==> config.mk <==
export PLATFORM = sky130hd
export DESIGN_NAME = vbi_anc_parser
export DESIGN_NICKNAME = d
export VERILOG_FILES = /design/src/rtl/vbi_anc_pkg.sv /design/src/rtl/vbi_pre_match.sv /design/src/rtl/vbi_pay_cnt.sv /design/src/rtl/vbi_svc_check.sv /design/src/rtl/vbi_anc_parser.sv
export SDC_FILE = /design/constraint.sdc
export NUM_CORES = 1
export LEC_CHECK = 0
export BUFFER_PORTS_ARGS = -buffer_cell sky130_fd_sc_hd__buf_2
export CORE_ASPECT_RATIO = 0.75
export CORE_MARGIN = 8
export CORE_UTILIZATION = 52
export DETAILED_ROUTE_END_ITERATION = 8
export HOLD_SLACK_MARGIN = 0.08
export PLACE_DENSITY_LB_ADDON = 0.08
export SYNTH_ARGS = -nofsm -noshare
export SYNTH_HDL_FRONTEND = slang
export SYNTH_SLANG_ARGS = --single-unit
export TNS_END_PERCENT = 10
==> constraint.sdc <==
create_clock -name clk_i -period 1.95 [get_ports clk_i]
set_input_delay 0.195 -clock clk_i [delete_from_list [all_inputs] [get_ports clk_i]]
set_output_delay 0.195 -clock clk_i [all_outputs]
set_load 0.02 [all_outputs]
==> src/rtl/vbi_anc_pkg.sv <==
package vbi_anc_pkg;
  localparam int BYTE_W = 8;
  localparam int SVC_W  = 4;

  typedef enum logic [2:0] {
    S_SCAN, S_DID, S_SDID, S_WC, S_ID0, S_ID1, S_PAY
  } pstate_e;

  localparam logic [BYTE_W-1:0] PRE_LO = 8'h00;
  localparam logic [BYTE_W-1:0] PRE_HI = 8'hFF;
  localparam logic [BYTE_W-1:0] DID_F1 = 8'h91;
  localparam logic [BYTE_W-1:0] DID_F2 = 8'h55;

  localparam logic [SVC_W-1:0] SVC_TTX = 4'd1;
  localparam logic [SVC_W-1:0] SVC_WSS = 4'd4;
  localparam logic [SVC_W-1:0] SVC_CC  = 4'd6;
  localparam logic [SVC_W-1:0] SVC_VPS = 4'd9;

  function automatic logic odd_par(input logic [BYTE_W-1:0] b);
    return ^b;
  endfunction
endpackage

==> src/rtl/vbi_pre_match.sv <==
module vbi_pre_match
  import vbi_anc_pkg::*;
(
  input  logic              clk_i,
  input  logic              rst_ni,
  input  logic              clr_i,
  input  logic              en_i,
  input  logic [BYTE_W-1:0] byte_i,
  output logic              hit_o
);
  // cnt_q: number of preamble bytes matched so far
  logic [1:0] cnt_q, cnt_d;

  always_comb begin
    cnt_d = cnt_q;
    hit_o = 1'b0;
    if (en_i) begin
      if (byte_i == PRE_LO) begin
        cnt_d = 2'd1;  // a low byte always restarts the match
      end else if (byte_i == PRE_HI && cnt_q == 2'd1) begin
        cnt_d = 2'd2;
      end else if (byte_i == PRE_HI && cnt_q == 2'd2) begin
        cnt_d = 2'd0;
        hit_o = 1'b1;
      end else begin
        cnt_d = 2'd0;
      end
    end
    if (clr_i) cnt_d = 2'd0;
  end

  always_ff @(posedge clk_i or negedge rst_ni) begin
    if (!rst_ni) cnt_q <= 2'd0;
    else         cnt_q <= cnt_d;
  end
endmodule

==> src/rtl/vbi_pay_cnt.sv <==
module vbi_pay_cnt #(
  parameter int WC_W  = 6,
  parameter int CNT_W = WC_W + 2
) (
  input  logic             clk_i,
  input  logic             rst_ni,
  input  logic             load_i,
  input  logic [WC_W-1:0]  wc_i,
  input  logic             step_i,
  output logic [CNT_W-1:0] idx_o,
  output logic             zero_o,
  output logic             last_o
);
  logic [CNT_W-1:0] total_q, idx_q;

  always_ff @(posedge clk_i or negedge rst_ni) begin
    if (!rst_ni) begin
      total_q <= '0;
      idx_q   <= '0;
    end else if (load_i) begin
      total_q <= {wc_i, 2'b00};  // dwords to bytes
      idx_q   <= '0;
    end else if (step_i) begin
      idx_q   <= idx_q + 1'b1;
    end
  end

  assign idx_o  = idx_q;
  assign zero_o = (total_q == '0);
  assign last_o = (idx_q == total_q - 1'b1);
endmodule

==> src/rtl/vbi_svc_check.sv <==
module vbi_svc_check
  import vbi_anc_pkg::*;
#(
  parameter int CNT_W = 8
) (
  input  logic              clk_i,
  input  logic              rst_ni,
  input  logic              clr_i,
  input  logic              pay_i,
  input  logic [CNT_W-1:0]  idx_i,
  input  logic [BYTE_W-1:0] byte_i,
  input  logic [SVC_W-1:0]  svc_i,
  input  logic              wc_zero_i,
  output logic              err_o
);
  logic bad_q, bad_now, chk, known, is_cc;

  assign chk     = pay_i && (idx_i < CNT_W'(2)) && !odd_par(byte_i);
  assign bad_now = bad_q | chk;
  assign known   = (svc_i == SVC_TTX) || (svc_i == SVC_WSS) ||
                   (svc_i == SVC_CC)  || (svc_i == SVC_VPS);
  assign is_cc   = (svc_i == SVC_CC);
  assign err_o   = !known || (is_cc && (wc_zero_i || bad_now));

  always_ff @(posedge clk_i or negedge rst_ni) begin
    if (!rst_ni)    bad_q <= 1'b0;
    else if (clr_i) bad_q <= 1'b0;
    else if (chk)   bad_q <= 1'b1;
  end
endmodule

==> src/rtl/vbi_anc_parser.sv <==
module vbi_anc_parser
  import vbi_anc_pkg::*;
#(
  parameter int LINE_W = 6,
  parameter int WC_W   = 6
) (
  input  logic              clk_i,
  input  logic              rst_ni,
  input  logic              valid_i,
  input  logic [BYTE_W-1:0] byte_i,
  input  logic [LINE_W-1:0] line_offset_i,
  output logic              res_valid_o,
  output logic              res_err_o,
  output logic [SVC_W-1:0]  res_type_o,
  output logic [LINE_W:0]   res_line_o,
  output logic              res_field2_o,
  output logic              pay_valid_o,
  output logic [BYTE_W-1:0] pay_data_o
);
  localparam int CNT_W = WC_W + 2;

  pstate_e st_q, st_d;
  logic f2_q;
  logic [SVC_W-1:0] svc_q;
  logic [LINE_W-1:0] lid_q;

  logic hit, did_ok, load, step, emit, reject, svc_err, zero, last;
  logic [CNT_W-1:0] idx;
  logic [LINE_W:0] line_sum;

  assign did_ok = (byte_i == DID_F1) || (byte_i == DID_F2);
  assign load   = valid_i && (st_q == S_WC);
  assign step   = valid_i && (st_q == S_PAY);
  assign emit   = valid_i && (((st_q == S_ID1) && zero) || ((st_q == S_PAY) && last));
  assign reject = valid_i && (st_q == S_DID) && !did_ok;
  assign line_sum = {1'b0, lid_q} + {1'b0, line_offset_i};

  vbi_pre_match u_pre (
    .clk_i  (clk_i),
    .rst_ni (rst_ni),
    .clr_i  (st_q != S_SCAN),
    .en_i   (valid_i && (st_q == S_SCAN)),
    .byte_i (byte_i),
    .hit_o  (hit)
  );

  vbi_pay_cnt #(.WC_W(WC_W), .CNT_W(CNT_W)) u_cnt (
    .clk_i  (clk_i),
    .rst_ni (rst_ni),
    .load_i (load),
    .wc_i   (byte_i[WC_W-1:0]),
    .step_i (step),
    .idx_o  (idx),
    .zero_o (zero),
    .last_o (last)
  );

  vbi_svc_check #(.CNT_W(CNT_W)) u_chk (
    .clk_i     (clk_i),
    .rst_ni    (rst_ni),
    .clr_i     (load),
    .pay_i     (step),
    .idx_i     (idx),
    .byte_i    (byte_i),
    .svc_i     (svc_q),
    .wc_zero_i (zero),
    .err_o     (svc_err)
  );

  always_comb begin
    st_d = st_q;
    if (valid_i) begin
      unique case (st_q)
        S_SCAN: if (hit) st_d = S_DID;
        S_DID:  st_d = did_ok ? S_SDID : S_SCAN;
        S_SDID: st_d = S_WC;
        S_WC:   st_d = S_ID0;
        S_ID0:  st_d = S_ID1;
        S_ID1:  st_d = zero ? S_SCAN : S_PAY;
        S_PAY:  if (last) st_d = S_SCAN;
        default: st_d = S_SCAN;
      endcase
    end
  end

  always_ff @(posedge clk_i or negedge rst_ni) begin
    if (!rst_ni) begin
      st_q  <= S_SCAN;
      f2_q  <= 1'b0;
      svc_q <= '0;
      lid_q <= '0;
    end else begin
      st_q <= st_d;
      if (valid_i && st_q == S_DID && did_ok) f2_q  <= (byte_i == DID_F2);
      if (valid_i && st_q == S_SDID)          svc_q <= byte_i[SVC_W-1:0];
      if (valid_i && st_q == S_ID0)           lid_q <= byte_i[LINE_W-1:0];
    end
  end

  always_ff @(posedge clk_i or negedge rst_ni) begin
    if (!rst_ni) begin
      res_valid_o  <= 1'b0;
      res_err_o    <= 1'b0;
      res_type_o   <= '0;
      res_line_o   <= '0;
      res_field2_o <= 1'b0;
      pay_valid_o  <= 1'b0;
      pay_data_o   <= '0;
    end else begin
      res_valid_o <= emit || reject;
      pay_valid_o <= step;
      if (step) pay_data_o <= byte_i;
      if (reject) begin
        res_err_o    <= 1'b1;
        res_type_o   <= '0;
        res_line_o   <= '0;
        res_field2_o <= 1'b0;
      end else if (emit) begin
        res_err_o    <= svc_err;
        res_type_o   <= svc_err ? '0 : svc_q;
        res_line_o   <= svc_err ? '0 : line_sum;
        res_field2_o <= svc_err ? 1'b0 : f2_q;
      end
    end
  end
endmodule

==> results.yml, run 1 <==
layout:
  final.fill_count: 446
  antenna-diode-count: 0
  area_delta_synth_final_pct: 21.6
  design_area_um2: 3610
  finish.net_count: 399
  layoutNonFillerInstCount: 436
  layout-drive-gt1-share: 0.277
route:
  route.final.wire_length_um: 6940
  drt-wirelength-per-cell_um: 15.9
  first_pass_iters: 4
  drt-vias-per-instance: 5.30
  drt_iter0_markers: 94
  antenna_left: 0
  residual_drc_count: 0
  vias: 2312
floorplanning:
  initial_core_util: 0.546
  die-height_um: 81.4
  placement_rows: 23
  core_footprint_um2: 5440
  dieArea_um2: 8410
  boundaryPins: 40
  chipWidth_um: 103
timing:
  timing_hold_violations_final: 0
  setup_ws_ns: -0.0812
  final-setup-viol-count: 13
  clock-skew-final_ns: 0.00686
  slew_limit_fails: 0
  worst_pin_slew_ns: 0.487
  rsz0062_at_grt: "true"
  final.period_utilization: 1.04
  relSlewSlack: 0.675
  max_freq_mhz: 492
  final_period_minus_worst_setup_slack_ns: 2.03
  hold_ws_ns: 0.153
grt:
  first_pass_grt_wire_length_um: 11500
  largest_net_degree_at_the_start_of_global_routing: 23
  grt.total_usage: 0.177
  first_global_vias: 2397
  overflow: 0
  grt_antenna_before_repair: 0
synth:
  synthDominantAreaCellType: "dfrtp_1"
  synth.yosys.warnings: 0
  synth_enable_flop_cells: 0
  netlist_area_um2: 2970
  synth_top_cells_by_count: "dfrtp_1 (54), nand2_1 (34), inv_1 (29)"
  synth_cells: 294
  async_reset_ff_frac: 1.00
  syn-num-nets: 333
  syn_avg_cell_area_um2: 10.1
  synth-main-ff-cell: "dfrtp_1"
  library_cell_with_the_highest_instance_count_after_synthesis: "dfrtp_1"
  ys_seq_elements: 54
  yosys.area.top_type_share: 0.455
  synth-seq-area-share: 0.455
  post_synth_main_area_contributors: "dfrtp_1 (46%), ha_1 (8.9%), mux2i_1 (4.7%)"
  count_of_distinct_cell_types_in_the_synthesized_netlist: 46
cts:
  clk_pin_slew_ns: 0.10
  cts.htree.levels: 2
  worst_skew_pair.late_latency_ns: 0.30
  max_clock_buf_depth: 2
  cts_made_buffers: 5
  sinks_on_the_clock_net: 54
  post_cts_buffers: 0
  tritoncts: "built"
  clk_root_buffer_cell: "clkbuf_8"
run_status:
  violations: "negative setup slack"
  run_status: "finished, violations left"
setup_path:
  criticalPathCategory: "register to register"
  setup.worst_path.end_class: "register"
  worstPathMaxFanout: 7
  worstRegToRegCells: 9
  critPathArrivalTime_ns: 2.26
  critical_path_required_ns: 2.18
  worstSetupStartpointType: "register"
place:
  dp.final_hpwl_um: 5440
  detailedPlace.worstSlack_ns: -0.0572
  port_buffers: 39
  place_inst: 426
  post_dp_cell_area_um2: 3450
  routabilityCongestion: 0.859
worst_hold_path:
  holdCritPathClass: "input pin to register"
  hold_path_depth: 2
power_and_ir_drop:
  ir_drop_v: 0.000597
  power_density_nw_per_um2: 1080
  design_power_total_mw: 3.91
  leak_pwr_nw: 1.78
job:
  maxCapViolations: 0
[cells in the final DEF, fill, tap and decap left out, types with 2 or more instances in the layout]
cell type / count
a21o_1: 3
a21oi_1: 5
a21oi_2: 2
a31oi_1: 2
and3_1: 3
buf_12: 2
buf_2: 39
buf_4: 26
clkbuf_8: 5
dfrtp_1: 54
ha_1: 20
inv_1: 27
inv_2: 4
mux2_2: 10
mux2i_1: 14
nand2_1: 34
nand3_1: 8
nand4_1: 6
nor2_1: 15
nor3_1: 4
nor4_1: 3
o211ai_1: 3
o21ai_0: 24
o21ai_2: 2
xnor2_1: 6
xor2_1: 11
[metal layers]
layer	part of all wire	vias to the layer above	routed length [µm]	global-route usage
met4	0.0055	0	38	0.0374
met2	0.43	67	2990	0.268
met1	0.49	1111	3420	0.248
met5	0	-	0	0
met3	0.071	4	491	0.0473
li1	-	1130	-	-
[layout make-up]
class	instances	area, µm²	share of cell area
Sequential cell	54	1350	0.374
Clock inverter	2	37.5	0.0104
Clock buffer	6	72.6	0.0201
Tap cell	75	93.8	0.0260
Timing Repair Buffer	69	465	0.129
Inverter	31	116	0.0322
Multi-Input combinational cell	199	1470	0.408
[worst paths after layout]
| check | start | to | slack, ns |
|---|---|---|---|
| worst max-delay path | u_cnt.total_q[3]$_DFFE_PN0P_ | res_line_o[4]$_DFFE_PN0P_ | -0.08 |
| worst min-delay path | byte_i[5] | lid_q[5]$_DFFE_PN0P_ | 0.15 |
| worst max register to register | u_cnt.total_q[3]$_DFFE_PN0P_ | res_line_o[4]$_DFFE_PN0P_ | -0.08 |
| worst min register to register | pay_data_o[4]$_DFFE_PN0P_ | pay_data_o[4]$_DFFE_PN0P_ | 0.49 |
| max in group asynchronous | rst_ni | u_chk.bad_q$_DFFE_PN0P_ | 0.95 |
| min in group asynchronous | rst_ni | pay_data_o[4]$_DFFE_PN0P_ | 0.38 |
[worst max-delay path, cell delays in order (launching register included)]
cell	delay, ns
dfrtp_1	0.40
inv_2	0.08
ha_4	0.15
nand2b_4	0.12
a21oi_2	0.05
a311o_1	0.27
a211o_1	0.30
o21ai_4	0.20
clkbuf_16	0.19
mux2i_1	0.18
[flip-flops by register name (all words and copies together) (netlist names), 3 cells and up]
register and flops:
u_cnt.total_q 6, u_cnt.idx_o 8, lid_q 6, svc_q 4, res_type_o 4, pay_data_o 8
st_q 3, res_line_o 7
[through the flow]
step,setup TNS (ns),util
5_1_grt,-2.05,0.663
3_5_place_dp,-0.495,0.634
3_3_place_gp,0,0.634
2_1_floorplan,-0.547,-
4_1_cts,-0.725,0.656
6_report,-0.682,0.663
[repair_timing]
| action | CTS | global route |
|---|---|---|
| pin swaps | 0 | 3 |
| cloned | 0 | 1 |
| hold endpoints to repair | 20 | 0 |
| setup endpoints to repair | 13 | 15 |
| resized for setup | 0 | 4 |
| hold buffers | 1 | 0 |
[cells by family after synthesis]
logic type               share of synthesized area
flip-flops                                   0.455
multiplexers                                0.0852
XOR/XNOR                                    0.0531
adder cells (fa/ha/maj)                     0.0953
AND/OR/NAND/NOR                              0.141
buffers and inverters                       0.0620
AO/OA/AOI/OAI                                0.108
[power by group]
group          internal, mW  total, mW  switching, mW  leakage, nW
combinational         0.730       1.58          0.855         1.01
sequential             1.39       1.58          0.197        0.717
clock                 0.384      0.745          0.361       0.0514
total                  2.50       3.91           1.41         1.78
No activity file was read; power rests on OpenSTA's default activity.
==> inputs of run 2 (changes only) <==
--- a/config.mk
+++ b/config.mk
@@ -6,7 +6,7 @@
 export NUM_CORES = 1
 export LEC_CHECK = 0
 export BUFFER_PORTS_ARGS = -buffer_cell sky130_fd_sc_hd__buf_2
-export CORE_ASPECT_RATIO = 0.75
+export CORE_ASPECT_RATIO = 1.75
 export CORE_MARGIN = 8
 export CORE_UTILIZATION = 52
 export DETAILED_ROUTE_END_ITERATION = 8
==> run 2 against run 1 <==
Net effect: the run still ends with negative setup slack left; maximum frequency down 0.10%; sequential power hardly changed; clock skew increased by 0.0018 ns; flip-flop and latch count is the same; register-to-register slack about the same; setup slack lost 0.0020 ns; final cell count is the same; combinational power shrank 3%; sequential share of layout area rose by 0.61 points; first-iteration DRC count rose by 6.4%.
==> results.yml, run 2 (synthesis gave the netlist of run 1 again) <==
layout:
  layout-drive-gt1-share: 0.267
  layoutNonFillerInstCount: 436
  mostFrequentLayoutCell: "dfrtp_1"
  multi_input_area_um2: 1460
  seq_area_um2: 1350
  final.fill_count: 475
  area_delta_synth_final_pct: 19.6
  mostFrequentLayoutCells: "dfrtp_1 (54), buf_2 (39), nand2_1 (34), inv_1 (27), buf_4 (26)"
  finish.net_count: 398
  antenna-diode-count: 0
setup_path:
  timing.critical_path.cells: "inv_2 -> ha_4 -> nand2b_4 -> a21oi_2 -> a311o_1 -> a211o_1 -> o21ai_4 -> buf_12 -> mux2i_1"
  criticalPathCategory: "register to register"
  timing.critical_path.buf_inv: 2
  worstReg2RegStart: "u_cnt.total_q[3]$_DFFE_PN0P_"
  setup.worst_path.end_class: "register"
  slowest_cell_on_crit_path: "dfrtp_1"
  worstSetupPathDepth: 9
  r2r-end: "res_type_o[1]$_DFFE_PN0P_"
  critPathArrivalTime_ns: 2.28
  worstSetupStartpointType: "register"
  critical_path_required_ns: 2.20
  critical_path.top_delay_family: "compound AO/OA/AOI/OAI gates"
  worstRegToRegCells: 9
  cpPeakStageDelay_ns: 0.40
  worstPathMaxFanout: 14
  r2r_setup_slack_ns: -0.08
route:
  first_pass_iters: 4
  drt-wirelength-per-cell_um: 15.9
  route.final.wire_length_um: 6950
  vias: 2289
  drt-vias-per-instance: 5.25
  antenna_left: 0
  residual_drc_count: 0
  drt_iter0_markers: 100
cts:
  tritoncts: "built"
  cts.htree.levels: 2
  worst_skew_pair.late_latency_ns: 0.32
  cts_repair_resize_count: 0
  cts_made_buffers: 5
  max_clock_buf_depth: 2
  sinks_on_the_clock_net: 54
  post_cts_buffers: 0
  clk_pin_slew_ns: 0.10
  clk_root_buffer_cell: "clkbuf_8"
grt:
  first_global_vias: 2490
  grt_antenna_before_repair: 0
  overflow: 0
  grt.total_usage: 0.184
  largest_net_degree_at_the_start_of_global_routing: 49
  first_pass_grt_wire_length_um: 12000
timing:
  hold_ws_ns: 0.146
  worst_pin_slew_ns: 0.433
  relSlewSlack: 0.707
  timing_hold_violations_final: 0
  max_freq_mhz: 492
  final_period_minus_worst_setup_slack_ns: 2.03
  setup_ws_ns: -0.0832
  slew_limit_fails: 0
  final.period_utilization: 1.04
  clock-skew-final_ns: 0.00861
  final-setup-viol-count: 13
  setup_total_negative_slack_ns: -0.985
  rsz0062_at_grt: "true"
power_and_ir_drop:
  power_density_nw_per_um2: 1070
  leak_pwr_nw: 1.77
  ir_drop_v: 0.000727
worst_hold_path:
  worstHoldStart: "byte_i[5]"
  worstHoldEndpoint: "lid_q[5]$_DFFE_PN0P_"
  holdCritPathClass: "input pin to register"
  hold_path_depth: 2
place:
  detailedPlace.worstSlack_ns: -0.0767
  routabilityCongestion: 0.902
  dp.final_hpwl_um: 5480
  place_inst: 427
  port_buffers: 39
run_status:
  violations: "negative setup slack"
  run_status: "finished, violations left"
floorplanning:
  die-height_um: 116
  initial_core_util: 0.536
  placement_rows: 36
  core_footprint_um2: 5540
  chipWidth_um: 73.1
  boundaryPins: 40
  dieArea_um2: 8480
job:
  maxCapViolations: 0
[run 2: changes by cell type in the layout (fill, tap and decap cells not counted), sizes merged]
cell / before / now
bufinv: 1 / 0
clkinv: 0 / 1
clkinvlp: 1 / 0
[run 2: worst max path at each step]
stage	start	endpoint	slack [ns]
final	u_cnt.total_q[3]$_DFFE_PN0P_	res_type_o[1]$_DFFE_PN0P_	-0.08
after global routing	u_cnt.total_q[3]$_DFFE_PN0P_	res_line_o[0]$_DFFE_PN0P_	-0.19
after CTS	u_cnt.total_q[3]$_DFFE_PN0P_	res_line_o[0]$_DFFE_PN0P_	-0.09
after detailed placement	u_cnt.total_q[3]$_DFFE_PN0P_	res_err_o$_DFFE_PN0P_	-0.08
after global placement	u_cnt.total_q[3]$_DFFE_PN0P_	res_line_o[5]$_DFFE_PN0P_	-0.01
after floorplan	u_cnt.total_q[2]$_DFFE_PN0P_	res_err_o$_DFFE_PN0P_	-0.06
[run 2: metrics by stage]
| step | utilization | power, mW | instance area, µm² |
|---|---|---|---|
| global route | 0.641 | 4.07 | 3550 |
| CTS | 0.641 | 3.83 | 3550 |
| global placement | 0.623 | 3.13 | 3450 |
| finish | 0.641 | 3.79 | 3550 |
| detailed placement | 0.623 | 3.17 | 3450 |
| floorplan | - | 2.62 | 2990 |
[run 2: area by class of cell]
class                   instances  share of cell area
flip-flops and latches         54               0.381
repair buffers                 68               0.124
clock buffers                   7              0.0243
well taps                      76              0.0268
inverters                      31              0.0328
clock inverters                 1             0.00141
multi-input cells             199               0.410
[run 2: worst register-to-register path: stages, from the launching register on]
cell,delay (ns)
dfrtp_1,0.40
inv_2,0.08
ha_4,0.15
nand2b_4,0.12
a21oi_2,0.06
a311o_1,0.27
a211o_1,0.32
o21ai_4,0.19
buf_12,0.17
mux2i_1,0.20
[run 2: power breakdown]
| part | internal, mW | total (mW) | switching, mW |
|---|---|---|---|
| registers | 1.39 | 1.60 | 0.208 |
| clock network | 0.288 | 0.657 | 0.370 |
| logic | 0.705 | 1.54 | 0.833 |
[run 2: timing repair]
| action | CTS | global route |
|---|---|---|
| setup endpoints to repair | 13 | 13 |
| hold endpoints to repair | 54 | 0 |
| hold buffers | 1 | 0 |
[run 2: per-layer routing]
metal / routed length, µm / GRT usage / share of wire / up-vias
li1: - / - / - / 1130
met1: 2550 / 0.179 / 0.37 / 1115
met2: 4090 / 0.359 / 0.59 / 35
met3: 187 / 0.0425 / 0.027 / 9
met4: 125 / 0.0632 / 0.018 / 0
met5: 0 / 0 / 0 / -
==> inputs of run 3 (changes only) <==
--- a/config.mk
+++ b/config.mk
@@ -5,6 +5,7 @@
 export SDC_FILE = /design/constraint.sdc
 export NUM_CORES = 1
 export LEC_CHECK = 0
+export ABC_AREA = 1
 export BUFFER_PORTS_ARGS = -buffer_cell sky130_fd_sc_hd__buf_2
 export CORE_ASPECT_RATIO = 1.75
 export CORE_MARGIN = 8
==> run 3 against run 2 <==
Net effect: the flow now finishes without violations; sequential share of layout area down 0.70 points; area after synthesis is 3.6% higher; largest power group unchanged; utilization decreased by 1.6 points; non-clock buffer count fell by 10; synthesized cell count grew 31%; critical path depth rose by 4; count of clock-buffer cells in the layout shrank 2; via count grew 15%; global-route usage down 1.0 points; sequential power shrank 28%; critical path type unchanged.
==> results.yml, run 3 <==
timing:
  final-setup-viol-count: 0
  worst_pin_slew_ns: 0.459
  slew_limit_fails: 0
  max_freq_mhz: 553
  hold_ws_ns: 0.142
  final.period_utilization: 0.928
  timing_hold_violations_final: 0
  final_period_minus_worst_setup_slack_ns: 1.81
  clock-skew-final_ns: 0.00560
  rsz0062_at_grt: "true"
  relSlewSlack: 0.694
synth:
  syn-num-nets: 423
  synth_simple_gate_area_share: 0.274
  synth_top_cells_by_count: "nand2_1 (112), dfrtp_1 (54), inv_1 (48)"
  synth_cells: 384
  synth_fa_ha_area_frac: 0.0920
  synthDominantAreaCellType: "dfrtp_1"
  async_reset_ff_frac: 1.00
  synth-compound-area-share: 0.0875
  ys_seq_elements: 54
  main_combinational_cell_family_by_area_after_synthesis: "simple AND/OR/NAND/NOR gates"
  synth-main-ff-cell: "dfrtp_1"
  synthesized_area_fraction_occupied_by_xor_and_xnor_cells: 0.0199
  synth_enable_flop_cells: 0
  synth.area.mux_share: 0
  synth.yosys.warnings: 0
  yosys.area.top_type_share: 0.440
  syn_avg_cell_area_um2: 8.01
  synth-seq-area-share: 0.440
  count_of_distinct_cell_types_in_the_synthesized_netlist: 33
  library_cell_with_the_highest_instance_count_after_synthesis: "nand2_1"
  post_synth_main_area_contributors: "dfrtp_1 (44%), nand2_1 (14%), ha_1 (8.5%)"
  netlist_area_um2: 3070
grt:
  gr-max-usage-layer: "met2"
  first_pass_grt_wire_length_um: 12000
  overflow: 0
  global_route.usage.met1: 0.179
  grt_util_met2: 0.326
  grt.total_usage: 0.174
  grt_antenna_before_repair: 0
  grt.met3_usage: 0.0196
  largest_net_degree_at_the_start_of_global_routing: 22
  first_global_vias: 2679
layout:
  area_delta_synth_final_pct: 17.7
  antenna-diode-count: 0
  mostFrequentLayoutCell: "nand2_1"
  finish.net_count: 479
  mostFrequentLayoutCells: "nand2_1 (112), dfrtp_1 (54), inv_1 (45), buf_2 (39), o21ai_0 (33)"
  layout-drive-gt1-share: 0.191
  final.fill_count: 542
  design_area_um2: 3620
floorplanning:
  initial_core_util: 0.531
  dieArea_um2: 8730
  boundaryPins: 40
  chipWidth_um: 74.1
  core_footprint_um2: 5790
  die-height_um: 118
  placement_rows: 37
power_and_ir_drop:
  leak_pwr_nw: 2.02
  ir_drop_v: 0.000373
  power_density_nw_per_um2: 593
place:
  post_dp_cell_area_um2: 3410
  dp.final_hpwl_um: 5710
  routabilityCongestion: 0.843
  port_buffers: 39
cts:
  worst_skew_pair.late_latency_ns: 0.31
  tritoncts: "built"
  clk_pin_slew_ns: 0.10
  sinks_on_the_clock_net: 54
  max_clock_buf_depth: 2
  clk_root_buffer_cell: "clkbuf_8"
  cts_made_buffers: 5
  cts.htree.levels: 2
run_status:
  run_status: "complete, no violations"
worst_hold_path:
  hold_path_depth: 3
  holdCritPathClass: "input pin to register"
setup_path:
  worstSetupStartpointType: "register"
  criticalPathCategory: "register to register"
  worstPathMaxFanout: 6
  worstRegToRegCells: 13
  setup.worst_path.end_class: "register"
  critPathArrivalTime_ns: 2.06
  critical_path_required_ns: 2.20
route:
  vias: 2634
  residual_drc_count: 0
  drt_iter0_markers: 81
  drt-wirelength-per-cell_um: 14.0
  antenna_left: 0
  drt-vias-per-instance: 5.08
  first_pass_iters: 4
  route.final.wire_length_um: 7230
job:
  maxCapViolations: 0
[run 3: cell count changes in the layout (fill, tap and decap cells not counted), sizes merged, moves of 4 or more]
cell,delta
nand3,+24
mux2i,-14
nor2,+13
inv,+21
xor2,-8
a21oi,+4
nand2,+81
o21ai,+6
buf,-11
mux2,-10
[run 3: cell type report]
class	instances	area, µm²	area share
multi-input combinational	269	1490	0.412
sequential	54	1350	0.374
clock inverter	2	38.8	0.0107
timing repair buffer	58	374	0.103
clock buffer	5	68.8	0.0190
inverter	52	198	0.0547
tap	78	97.6	0.0270
[run 3: path summary, 6_finish.rpt]
check	slack, ns	endpoint	start
setup / recovery	0.14	res_line_o[5]$_DFFE_PN0P_	u_cnt.total_q[2]$_DFFE_PN0P_
hold / removal	0.14	u_cnt.total_q[3]$_DFFE_PN0P_	byte_i[1]
setup reg to reg	0.14	res_line_o[5]$_DFFE_PN0P_	u_cnt.total_q[2]$_DFFE_PN0P_
hold reg to reg	0.48	res_line_o[4]$_DFFE_PN0P_	res_line_o[4]$_DFFE_PN0P_
max in group asynchronous	0.98	st_q[2]$_DFFE_PN0P_	rst_ni
min in group asynchronous	0.35	res_line_o[1]$_DFFE_PN0P_	rst_ni
[run 3: logic make-up (layout without fill, tap and decap cells)]
family,after synthesis,in the layout
buffers and inverters,61,117
and+or+nand+nor,191,191
AOI/OAI and AO/OA,49,49
adders and majority gates,22,22
xor gates and xnor gates,7,7
DFF,54,54
[run 3: critical path, cell delays in order (launching register included)]
cell and delay, ns:
dfrtp_1 0.38, inv_2 0.06, ha_4 0.27, inv_2 0.02, nand2_1 0.05, nand3_1 0.06
nor2_1 0.13, nand2_1 0.08, nor2_2 0.14, nand3_2 0.11, nand2_4 0.16, buf_12 0.13
nand3_1 0.08, nand2_1 0.09
[run 3: power breakdown]
part	switching [mW]	total (mW)	internal [mW]
registers	0.0162	1.16	1.14
logic	0.148	0.236	0.0880
clock network	0.375	0.753	0.378
total	0.539	2.15	1.61
[run 3: stage by stage]
stage	std cells	worst slack (ns)	total power, mW	util	TNS, ns
2_1_floorplan	384	0.257	1.30	-	0
3_3_place_gp	506	0.0812	1.40	0.589	0
3_5_place_dp	506	0.0667	1.41	0.589	0
4_1_cts	514	0.136	2.15	0.610	0
5_1_grt	518	-0.0479	2.24	0.625	-0.366
6_report	518	0.141	2.15	0.625	0
[run 3: layer usage]
layer | share of wire | wire, µm
met2 | 0.56 | 4040
met1 | 0.38 | 2760
met5 | 0 | 0
met4 | 0.028 | 206
met3 | 0.032 | 228
[run 3: what timing repair did]
item	CTS	global route
resized for setup	0	12
setup buffers	0	3
hold buffers	1	0
endpoints found under the hold margin	19	0
setup endpoints to repair	0	15
